`src/rtl/sysclk_pkg.sv`:
```
package sysclk_pkg;

    typedef enum logic [2:0] {
        SRC_PIOSC  = 3'd0,
        SRC_LFIOSC = 3'd2,
        SRC_MOSC   = 3'd3,
        SRC_RTC    = 3'd4
    } src_e;

    localparam int SEL_W       = 5;
    localparam int SEL_PLL_BIT = 4;

    typedef struct packed {
        logic use_pll;
        src_e src;
    } sel_t;

    localparam sel_t SEL_RESET = '{use_pll: 1'b0, src: SRC_PIOSC};

    function automatic logic osc_code_ok(input logic [2:0] code);
        logic ok;
        case (code)
            3'd0, 3'd2, 3'd3, 3'd4: ok = 1'b1;
            default:                ok = 1'b0;
        endcase
        return ok;
    endfunction

    function automatic logic pll_code_ok(input logic [2:0] code);
        logic ok;
        case (code)
            3'd0, 3'd3: ok = 1'b1;
            default:    ok = 1'b0;
        endcase
        return ok;
    endfunction

    function automatic logic cfg_ok(input logic use_pll,
                                    input logic [2:0] osc,
                                    input logic [2:0] pll);
        return use_pll ? pll_code_ok(pll) : osc_code_ok(osc);
    endfunction

    function automatic sel_t cfg_to_sel(input logic use_pll,
                                        input logic [2:0] osc,
                                        input logic [2:0] pll);
        sel_t s;
        s.use_pll = use_pll;
        s.src     = src_e'(use_pll ? pll : osc);
        return s;
    endfunction

    function automatic logic [SEL_W-1:0] sel_onehot(input sel_t s);
        logic [SEL_W-1:0] v;
        v = '0;
        if (s.use_pll) begin
            v[SEL_PLL_BIT] = 1'b1;
        end else begin
            case (s.src)
                SRC_PIOSC:  v[0] = 1'b1;
                SRC_LFIOSC: v[1] = 1'b1;
                SRC_MOSC:   v[2] = 1'b1;
                SRC_RTC:    v[3] = 1'b1;
                default:    v    = '0;
            endcase
        end
        return v;
    endfunction

    function automatic logic needs_src(input sel_t s, input src_e code);
        return s.src == code;
    endfunction

endpackage

```
`src/rtl/sysclk_cfg_slot.sv`:
```
module sysclk_cfg_slot
    import sysclk_pkg::*;
#(
    parameter int DIV_W = 6
) (
    input  logic             clk,
    input  logic             rst,
    input  logic             wr,
    input  logic             wr_use_pll,
    input  logic [2:0]       wr_osc,
    input  logic [2:0]       wr_pll,
    input  logic [DIV_W-1:0] wr_div,
    output sel_t             sel,
    output logic [DIV_W-1:0] div,
    output logic             reject
);

    logic legal;

    assign legal  = cfg_ok(wr_use_pll, wr_osc, wr_pll);
    assign reject = wr && !legal;

    always_ff @(posedge clk) begin
        if (rst) begin
            sel <= SEL_RESET;
            div <= '0;
        end else if (wr && legal) begin
            sel <= cfg_to_sel(wr_use_pll, wr_osc, wr_pll);
            div <= wr_div;
        end
    end

endmodule

```
`src/rtl/sysclk_divider.sv`:
```
module sysclk_divider #(
    parameter int DIV_W = 6
) (
    input  logic             clk,
    input  logic             rst,
    input  logic             restart,
    input  logic [DIV_W-1:0] div,
    output logic             ce
);

    logic [DIV_W-1:0] cnt;

    assign ce = (cnt == div);

    always_ff @(posedge clk) begin
        if (rst) begin
            cnt <= '0;
        end else if (restart || ce) begin
            cnt <= '0;
        end else begin
            cnt <= cnt + 1'b1;
        end
    end

endmodule

```
`src/rtl/sysclk_switcher.sv`:
```
module sysclk_switcher
    import sysclk_pkg::*;
#(
    parameter int DIV_W = 6
) (
    input  logic             clk,
    input  logic             rst,
    input  sel_t             tgt_sel,
    input  logic [DIV_W-1:0] tgt_div,
    input  logic             ce,
    input  logic             pll_lock,
    output sel_t             act_sel,
    output logic [DIV_W-1:0] act_div,
    output logic             go,
    output logic             done
);

    logic differs;
    logic ready;

    assign differs = (tgt_sel != act_sel) || (tgt_div != act_div);
    assign ready   = !tgt_sel.use_pll || pll_lock;
    assign go      = differs && ready && ce;

    always_ff @(posedge clk) begin
        if (rst) begin
            act_sel <= SEL_RESET;
            act_div <= '0;
            done    <= 1'b0;
        end else begin
            done <= go;
            if (go) begin
                act_sel <= tgt_sel;
                act_div <= tgt_div;
            end
        end
    end

endmodule

```
`src/rtl/sysclk_enables.sv`:
```
module sysclk_enables
    import sysclk_pkg::*;
(
    input  sel_t act_sel,
    input  sel_t tgt_sel,
    output logic piosc_en,
    output logic lfiosc_en,
    output logic mosc_en,
    output logic rtc_en,
    output logic pll_en
);

    assign piosc_en  = 1'b1;
    assign lfiosc_en = 1'b1;
    assign mosc_en   = needs_src(act_sel, SRC_MOSC) || needs_src(tgt_sel, SRC_MOSC);
    assign rtc_en    = needs_src(act_sel, SRC_RTC)  || needs_src(tgt_sel, SRC_RTC);
    assign pll_en    = act_sel.use_pll || tgt_sel.use_pll;

endmodule

```
`src/rtl/sysclk_select.sv`:
```
module sysclk_select
    import sysclk_pkg::*;
#(
    parameter int DIV_W = 6
) (
    input  logic             clk,
    input  logic             rst,
    input  logic             run_wr,
    input  logic             run_use_pll,
    input  logic [2:0]       run_osc_src,
    input  logic [2:0]       run_pll_src,
    input  logic [DIV_W-1:0] run_div,
    input  logic             deep_wr,
    input  logic             deep_use_pll,
    input  logic [2:0]       deep_osc_src,
    input  logic [2:0]       deep_pll_src,
    input  logic [DIV_W-1:0] deep_div,
    input  logic             deep_sleep,
    input  logic             pll_lock,
    output logic [4:0]       clk_sel,
    output logic             clk_en,
    output logic [2:0]       active_src,
    output logic             active_pll,
    output logic             switch_done,
    output logic             cfg_err,
    output logic             piosc_en,
    output logic             lfiosc_en,
    output logic             mosc_en,
    output logic             rtc_en,
    output logic             pll_en
);

    localparam int NSLOT     = 2;
    localparam int SLOT_RUN  = 0;
    localparam int SLOT_DEEP = 1;

    logic             slot_wr      [NSLOT];
    logic             slot_use_pll [NSLOT];
    logic [2:0]       slot_osc     [NSLOT];
    logic [2:0]       slot_pll     [NSLOT];
    logic [DIV_W-1:0] slot_wdiv    [NSLOT];
    sel_t             slot_sel     [NSLOT];
    logic [DIV_W-1:0] slot_div     [NSLOT];
    logic             slot_reject  [NSLOT];

    assign slot_wr[SLOT_RUN]       = run_wr;
    assign slot_use_pll[SLOT_RUN]  = run_use_pll;
    assign slot_osc[SLOT_RUN]      = run_osc_src;
    assign slot_pll[SLOT_RUN]      = run_pll_src;
    assign slot_wdiv[SLOT_RUN]     = run_div;
    assign slot_wr[SLOT_DEEP]      = deep_wr;
    assign slot_use_pll[SLOT_DEEP] = deep_use_pll;
    assign slot_osc[SLOT_DEEP]     = deep_osc_src;
    assign slot_pll[SLOT_DEEP]     = deep_pll_src;
    assign slot_wdiv[SLOT_DEEP]    = deep_div;

    for (genvar g = 0; g < NSLOT; g++) begin : g_slot
        sysclk_cfg_slot #(.DIV_W(DIV_W)) u_slot (
            .clk        (clk),
            .rst        (rst),
            .wr         (slot_wr[g]),
            .wr_use_pll (slot_use_pll[g]),
            .wr_osc     (slot_osc[g]),
            .wr_pll     (slot_pll[g]),
            .wr_div     (slot_wdiv[g]),
            .sel        (slot_sel[g]),
            .div        (slot_div[g]),
            .reject     (slot_reject[g])
        );
    end

    logic any_reject;
    always_comb begin
        any_reject = 1'b0;
        for (int i = 0; i < NSLOT; i++) begin
            any_reject = any_reject | slot_reject[i];
        end
    end

    logic err_q;
    always_ff @(posedge clk) begin
        if (rst) begin
            err_q <= 1'b0;
        end else if (any_reject) begin
            err_q <= 1'b1;
        end
    end

    sel_t             tgt_sel;
    logic [DIV_W-1:0] tgt_div;
    assign tgt_sel = deep_sleep ? slot_sel[SLOT_DEEP] : slot_sel[SLOT_RUN];
    assign tgt_div = deep_sleep ? slot_div[SLOT_DEEP] : slot_div[SLOT_RUN];

    sel_t             act_sel;
    logic [DIV_W-1:0] act_div;
    logic             ce;
    logic             go;
    logic             done;

    sysclk_switcher #(.DIV_W(DIV_W)) u_switch (
        .clk      (clk),
        .rst      (rst),
        .tgt_sel  (tgt_sel),
        .tgt_div  (tgt_div),
        .ce       (ce),
        .pll_lock (pll_lock),
        .act_sel  (act_sel),
        .act_div  (act_div),
        .go       (go),
        .done     (done)
    );

    sysclk_divider #(.DIV_W(DIV_W)) u_div (
        .clk     (clk),
        .rst     (rst),
        .restart (go),
        .div     (act_div),
        .ce      (ce)
    );

    sysclk_enables u_en (
        .act_sel   (act_sel),
        .tgt_sel   (tgt_sel),
        .piosc_en  (piosc_en),
        .lfiosc_en (lfiosc_en),
        .mosc_en   (mosc_en),
        .rtc_en    (rtc_en),
        .pll_en    (pll_en)
    );

    assign clk_sel     = sel_onehot(act_sel);
    assign clk_en      = ce;
    assign active_src  = act_sel.src;
    assign active_pll  = act_sel.use_pll;
    assign switch_done = done;
    assign cfg_err     = err_q;

endmodule

```
`config.mk`:
```
export PLATFORM = sky130hd
export DESIGN_NAME = sysclk_select
export DESIGN_NICKNAME = d
export VERILOG_FILES = /design/src/rtl/sysclk_pkg.sv /design/src/rtl/sysclk_cfg_slot.sv /design/src/rtl/sysclk_divider.sv /design/src/rtl/sysclk_switcher.sv /design/src/rtl/sysclk_enables.sv /design/src/rtl/sysclk_select.sv
export SDC_FILE = /design/constraint.sdc
export NUM_CORES = 1
export LEC_CHECK = 0
export BUFFER_PORTS_ARGS = -buffer_cell sky130_fd_sc_hd__buf_2
export CORE_MARGIN = 2
export CORE_UTILIZATION = 35
export DETAILED_ROUTE_END_ITERATION = 7
export MAX_ROUTING_LAYER = met4
export SLEW_MARGIN = 20
export SYNTH_ARGS = -nofsm -noshare
export SYNTH_HDL_FRONTEND = slang
export SYNTH_SLANG_ARGS = --single-unit
export TNS_END_PERCENT = 5
```
`constraint.sdc`:
```
create_clock -name clk -period 2.6 [get_ports clk]
set_clock_uncertainty 0.05 [all_clocks]
set_input_delay 0.39 -clock clk [delete_from_list [all_inputs] [get_ports clk]]
set_output_delay 0.39 -clock clk [all_outputs]
set_load 0.02 [all_outputs]
```
# == Word level (Yosys, flattened, before mapping) ==
# Cells that the tools add are included.
# W data, S select, Z words.
# totals
out_inout_bits,17
register_bits,38
inputBits,32
word_cells,71
# classes
bitwise,1
n_reduce_logical,25
n_mux,16
eq_ne,16
n_addsub,1
# op_table
op,n
$eq A3 B2 Y1 const B,9
$logic_not A3 Y1,5
$eq A3 B3 Y1 const B,4
$mux W1,11
$mux W4,2
$reduce_or A4 Y1,2
$add A6 B1 Y6 const B,1
$eq A6 B6 Y1,1
$logic_and A1 B1 Y1,6
$logic_or A1 B1 Y1,6
$mux W3,2
$mux W6,1
$ne A6 B6 Y1,1
$reduce_or A2 Y1,3
$ne A4 B4 Y1,1
$logic_not A1 Y1,3
$or A1 B1 Y1,1

# == Depth between registers and ports, before layout ==
# logic_depth
word_depth,7
mapped_depth,7
depth_no_buf,5

# == Cells and area by module ==
# Synthesis repeated with hierarchy kept, for this count alone.
# unflattened
cells_unflattened,269
area_unflattened_um2,2588.7
# by_module_without_submodules
mod,seq_area_each_um2,area_each_um2,cells_per_inst,instances
sysclk_cfg_slot,200.2,555.5,52,2
sysclk_switcher,220.2,832.0,100,1
sysclk_divider,120.1,356.6,36,1
sysclk_select,20.0,234.0,19,1
sysclk_enables,0.0,55.1,10,1

# == Worst setup path before layout ==
# Ideal clock, no wire load.
# synth_timing
kind,input to register
start,in deep_sleep
end,reg u_switch.act_div[0]
arrival_ps,1984
cell_stages,6
path_slack_ps,479
setup_ps,86
required_time_ps,2464
path_buffers,2
cell_sequence,buf_6 -> mux2i_1 -> ha_1 -> or4_1 -> buf_6 -> a221oi_2
# synth_via
elab_chain_cells,5
elab_cells_between_ends,9
classes_between,2 x eq/ne; 2 x mux; 5 x reduce/logical
# synth_rtl
item,line_no,text
from (decl),sysclk_select.sv:18,"input logic deep_sleep,"
$mux W6 / $mux W4 (equally long branches),"sysclk_select.sv:92, sysclk_select.sv:91",
"$ne A6 B6 Y1, or another cell as far along",sysclk_switcher.sv:21,assign differs = (tgt_sel != act_sel) || (tgt_div != act_div);
"$logic_or A1 B1 Y1, on equally long branches","sysclk_switcher.sv:21, sysclk_switcher.sv:22",
$logic_and A1 B1 Y1 (2 in series),sysclk_switcher.sv:23,assign go = differs && ready && ce;
to (signal assigned),sysclk_switcher.sv:34,act_div <= tgt_div;
to (decl),sysclk_switcher.sv:13,"output logic [DIV_W-1:0] act_div,"
# Parallel ways exist; a longest one is shown, timed or not.
# A chain may end at the register's enable or synchronous reset.

# == Worst setup path after layout ==
# layout_timing
start,in deep_sleep
end,reg u_switch.act_div[1]
# Same word-level chain as after synthesis.

==> results_tabular.tex <==
\begin{tabular}{lr}
\hline
Metric & Value \\
\hline
\multicolumn{2}{l}{\textbf{CTS}} \\
\quad Worst-skew pair later-pin latency & $\sim$0.28 ns \\
\quad Setup fix buffers added after clock tree synthesis & 0 \\
\quad Buffer cell driving the clock tree root & sky130\_fd\_sc\_hd\_\_clkbuf\_8 \\
\quad Maximum clock insertion buffer count & 2 \\
\quad Clock sink total & 38 \\
\quad Register clock-pin slew on the reported worst setup and hold paths & 0.07 ns \\
\quad Post-cts repair resize count & 0 \\
\quad Total clock buffers created by CTS & 5 \\
\quad CTS tree & built \\
\quad Post-CTS Hold Fix Bufs & 0 \\
\quad Max H-tree Level & 2 \\
\multicolumn{2}{l}{\textbf{Placement}} \\
\quad HPWL reported at the end of detailed placement & around 3.2 mm \\
\quad Last weighted congestion value of the routability-driven placer & 0.814 \\
\quad Placed cells & approximately 320 \\
\quad Port Buffers & 46 \\
\quad Worst Setup Slack post-DPL & 0.0959 ns \\
\multicolumn{2}{l}{\textbf{Die}} \\
\quad Vertical die dimension & 79.4 um \\
\quad Area of the core & about 0.0055 mm\^{}2 \\
\quad Number of top-level pins & between 40 and 50 \\
\quad Die Outline Area & approximately 0.0063 mm\^{}2 \\
\quad Die X & between 70 and 80 um \\
\quad Total number of placement rows & 27 \\
\quad Initial Util & between 30\% and 40\% \\
\multicolumn{2}{l}{\textbf{Timing}} \\
\quad Hold Violations, Final & 0 \\
\quad Post-route minimum period & about 2.2 ns \\
\quad Fmax & between 400 and 500 MHz \\
\quad Share of the clock period used by the worst path & a little under nine tenths \\
\quad Unrepaired setup endpoints after global routing & no \\
\quad Total negative slack for setup checks & 0 ns \\
\quad Final setup violation count & 0 \\
\quad Post-route worst setup slack & slightly below 0.4 ns \\
\quad Final count of pins violating max slew & 0 \\
\multicolumn{2}{l}{\textbf{Synthesis}} \\
\quad Prevailing post-synth register cell & sky130\_fd\_sc\_hd\_\_dfxtp\_1 \\
\quad Fraction of the mapped netlist area in compound gates & 13.2\% \\
\quad Number of synthesized flops with an enable pin & 0 \\
\quad Number of cells produced by synthesis & 205 \\
\quad Arithmetic-cell share of the synthesized area counting full adders, half adders and majority gates & roughly 1.3\% \\
\quad Fraction of synthesis flops using an asynchronous set or reset pin & 0\% \\
\quad Share of synthesized area occupied by flip-flops and latches & between 30\% and 40\% \\
\quad Mapped cell area & 0.00199 mm\^{}2 \\
\quad Share of synthesized area spent on multiplexers & between 10\% and 20\% \\
\quad Synth top area cells & sky130\_fd\_sc\_hd\_\_dfxtp\_1 (38\%), sky130\_fd\_sc\_hd\_\_mux2i\_1 (13\%), sky130\_fd\_sc\_hd\_\_a221oi\_2 (5.3\%) \\
\quad Synth Area in XOR/XNOR & roughly 9.2\% \\
\quad Yosys warning count & 0 \\
\quad Number of library cell types mapped by synthesis & 35 \\
\quad Portion of synthesized cell area occupied by the leading cell type & about two fifths \\
\quad Simple-gate portion of the synthesized area & approximately 15\% \\
\quad Cell type with the highest aggregate area in the netlist & sky130\_fd\_sc\_hd\_\_dfxtp\_1 \\
\quad Syn avg cell area & between 9 and 10 um\^{}2 \\
\quad Dominant combinational cell family by area after synthesis & multiplexers \\
\quad Yosys reg bits & 38 \\
\multicolumn{2}{l}{\textbf{Power and ir drop}} \\
\quad Power Internal & 1380 uW \\
\quad Leak pwr & between 0.001 and 0.0015 uW \\
\quad Combinational power share & around 44\% \\
\quad Fraction of power spent switching nets & a little over a third \\
\quad Net switching component of the power & 794 uW \\
\quad Power density cells & $\sim$910 mW/mm\^{}2 \\
\quad Clock network power share & between 20 and 25\% \\
\quad Portion of total power attributed to sequential cells & between 30 and 40\% \\
\quad Highest ir drop seen on vdd & between 0.0004 and 0.0005 V \\
\multicolumn{2}{l}{\textbf{Hold path}} \\
\quad Hold Crit Depth & 3 \\
\quad End point of the most critical hold path & g\_slot[0].u\_slot.div[1] \\
\quad Path category of the worst min-delay check & in2reg \\
\quad Launch point of the worst hold path & run\_div[1] \\
\multicolumn{2}{l}{\textbf{Global route}} \\
\quad Pin count of the biggest net entering global routing & 23 \\
\quad Via count of the first global-routing pass & 1,449 \\
\quad GR Util All Layers & about 14\% \\
\quad Gr ovfl total & 0 \\
\quad Antenna violations before repair & 0 \\
\quad Global-route wire length before repair & between 6 and 7 mm \\
\multicolumn{2}{l}{\textbf{Cells and area}} \\
\quad Number of standard cells in the layout, taps in and fillers out & around 320 \\
\quad Layout Utilization & between 40\% and 50\% \\
\quad Share of final-layout standard cells stronger than drive strength 1 & between 20\% and 30\% \\
\quad Number of antenna cells inserted & 0 \\
\quad Highest-count cells in the layout ignoring fill and taps & sky130\_fd\_sc\_hd\_\_buf\_2 (46), sky130\_fd\_sc\_hd\_\_dfxtp\_1 (38), sky130\_fd\_sc\_hd\_\_nor2\_1 (28), sky130\_fd\_sc\_hd\_\_mux2i\_1 (26), sky130\_fd\_sc\_hd\_\_xnor2\_1 (12) \\
\quad Most common cell after layout, fill and taps aside & sky130\_fd\_sc\_hd\_\_buf\_2 \\
\quad Syn-to-layout area delta & 20.1\% \\
\quad Post-layout nets & 285 \\
\multicolumn{2}{l}{\textbf{Drt}} \\
\quad Number of antenna-violating nets in the routed design & 0 \\
\quad WL final & about 4 mm \\
\quad Count of vias placed by the detailed router & 1,534 \\
\quad Post-route DRC violation count & 0 \\
\quad Wirelength per Cell & between 10 and 15 um \\
\quad Number of violations reported at the end of detailed-routing iteration 0 & 70 \\
\quad Drt first pass iters & 4 \\
\quad Via-per-instance ratio & about 4.7 \\
\multicolumn{2}{l}{\textbf{Worst setup path}} \\
\quad Endpoint of the worst-slack reg-to-reg timing path & u\_switch.act\_div[1] \\
\quad Type of destination of the critical path & flip-flop \\
\quad Longest individual stage delay on the worst path & between 0.7 and 0.8 ns \\
\quad Number of buffers and inverters on the critical path & 1 \\
\quad Data arrival time of the worst path & between 2 and 2.5 ns \\
\quad Start of the worst register-to-register path & u\_switch.act\_sel[3] \\
\quad Top delay family on crit path & simple AND/OR/NAND/NOR gates \\
\quad Required time of the worst setup path & $\sim$2.8 ns \\
\quad Worst setup path category & in2reg \\
\quad Critical path cell sequence & buf\_2 -> mux2\_2 -> xor2\_1 -> or4\_1 -> a221oi\_2 \\
\quad Kind of launch point of the worst setup path & primary input \\
\quad Reg2Reg Setup Slack & 0.55 ns \\
\quad Cell type of the slowest stage on the worst timing path & sky130\_fd\_sc\_hd\_\_or4\_1 \\
\quad Highest fanout seen on the critical path & 10 \\
\quad Register-to-Register Path Depth & 4 \\
\multicolumn{2}{l}{\textbf{Flow run}} \\
\quad Max-capacitance violation count & 0 \\
\multicolumn{2}{l}{\textbf{Status}} \\
\quad Outcome & finished clean \\
\hline
\end{tabular}
-- cell usage after synthesis (2+ instances only) --
cell                       instances
sky130_fd_sc_hd__a211oi_1          2
sky130_fd_sc_hd__a21oi_1           8
sky130_fd_sc_hd__a221oi_2          7
sky130_fd_sc_hd__a311oi_1          5
sky130_fd_sc_hd__and2_1            7
sky130_fd_sc_hd__buf_4             3
sky130_fd_sc_hd__buf_6             2
sky130_fd_sc_hd__clkbuf_1          9
sky130_fd_sc_hd__dfxtp_1          38
sky130_fd_sc_hd__ha_1              2
sky130_fd_sc_hd__inv_1             9
sky130_fd_sc_hd__mux2_2            3
sky130_fd_sc_hd__mux2i_1          26
sky130_fd_sc_hd__mux2i_4           2
sky130_fd_sc_hd__nand2_1           8
sky130_fd_sc_hd__nand2b_1          3
sky130_fd_sc_hd__nand3_1           2
sky130_fd_sc_hd__nand4_1           3
sky130_fd_sc_hd__nor2_1           28
sky130_fd_sc_hd__nor4_1            2
sky130_fd_sc_hd__o22ai_1           2
sky130_fd_sc_hd__or2_2             2
sky130_fd_sc_hd__xnor2_1          12
sky130_fd_sc_hd__xor2_1            9
-- registers in the layout, summed over array words and instances, names as in the netlist --
name	flops
u_switch.act_sel	4
u_switch.done	1
g_slot.u_slot.div	12
g_slot.u_slot.sel	8
cfg_err	1
u_div.cnt	6
u_switch.act_div	6
-- power groups by stage --
stage	clock (uW)	combinational, uW	sequential, uW
6_report	483	945	743
5_1_grt	527	1040	758
3_5_place_dp	0	947	757
4_1_cts	496	951	744
3_3_place_gp	0	942	755
2_1_floorplan	0	703	766
-- how the worst max path moves through the flow --
| stage | to | cells past startpoint | start | slack [ns] |
|---|---|---|---|---|
| floorplan | u_switch.act_div[0] | 6 | deep_sleep | 0.48 |
| global placement | u_switch.act_sel[3] | 6 | deep_sleep | 0.1 |
| detailed placement | u_switch.act_div[1] | 5 | deep_sleep | 0.1 |
| CTS | u_switch.act_div[1] | 5 | deep_sleep | 0.39 |
| global route | u_switch.act_div[0] | 5 | deep_sleep | 0.29 |
| finish | u_switch.act_div[1] | 5 | deep_sleep | 0.39 |
-- metrics by stage --
stage          hold slack (ns)  area, um^2  total power (uW)
2_1_floorplan            0.379        2000              1470
3_3_place_gp             0.412        2290              1700
3_5_place_dp             0.404        2290              1700
4_1_cts                  0.277        2390              2190
5_1_grt                  0.275        2390              2320
6_report                 0.289        2390              2170
-- cell type report --
type	instances	area [um^2]
Clock buffer	7	76.3
Clock inverter	1	30.0
Fill cell	537	3110
Inverter	9	33.8
Multi-Input combinational cell	144	1120
Sequential cell	38	761
Tap cell	72	90.1
Timing Repair Buffer	53	283
-- logic make-up after synthesis --
| group | after synthesis |
|---|---|
| buffers and inverters | 24 |
| XOR/XNOR | 21 |
| multiplexers | 31 |
| AND/OR/NAND/NOR | 61 |
| AO/OA/AOI/OAI | 27 |
| flip-flops | 38 |
| adder cells (fa/ha/maj) | 2 |
| other | 1 |
-- routing by layer --
layer	up-vias	GRT usage [%]	wire [um]	part of all wire, %
li1	802	-	-	-
met1	689	19.1	2100	53
met2	37	19.9	1690	42
met3	6	4.52	147	3.7
met4	0	3.79	51	1.3
met5	-	-	0	0
-- worst reg2reg max path: cells and delay by family, from the launching register on --
family | cells | cell delay [ns]
AND/OR/NAND/NOR | 1 | 0.75
flip-flops | 1 | 0.40
adder cells (fa/ha/maj) | 1 | 0.35
AO/OA/AOI/OAI | 1 | 0.31
buffers and inverters | 1 | 0.11
Power figures use the tool's default switching activity.
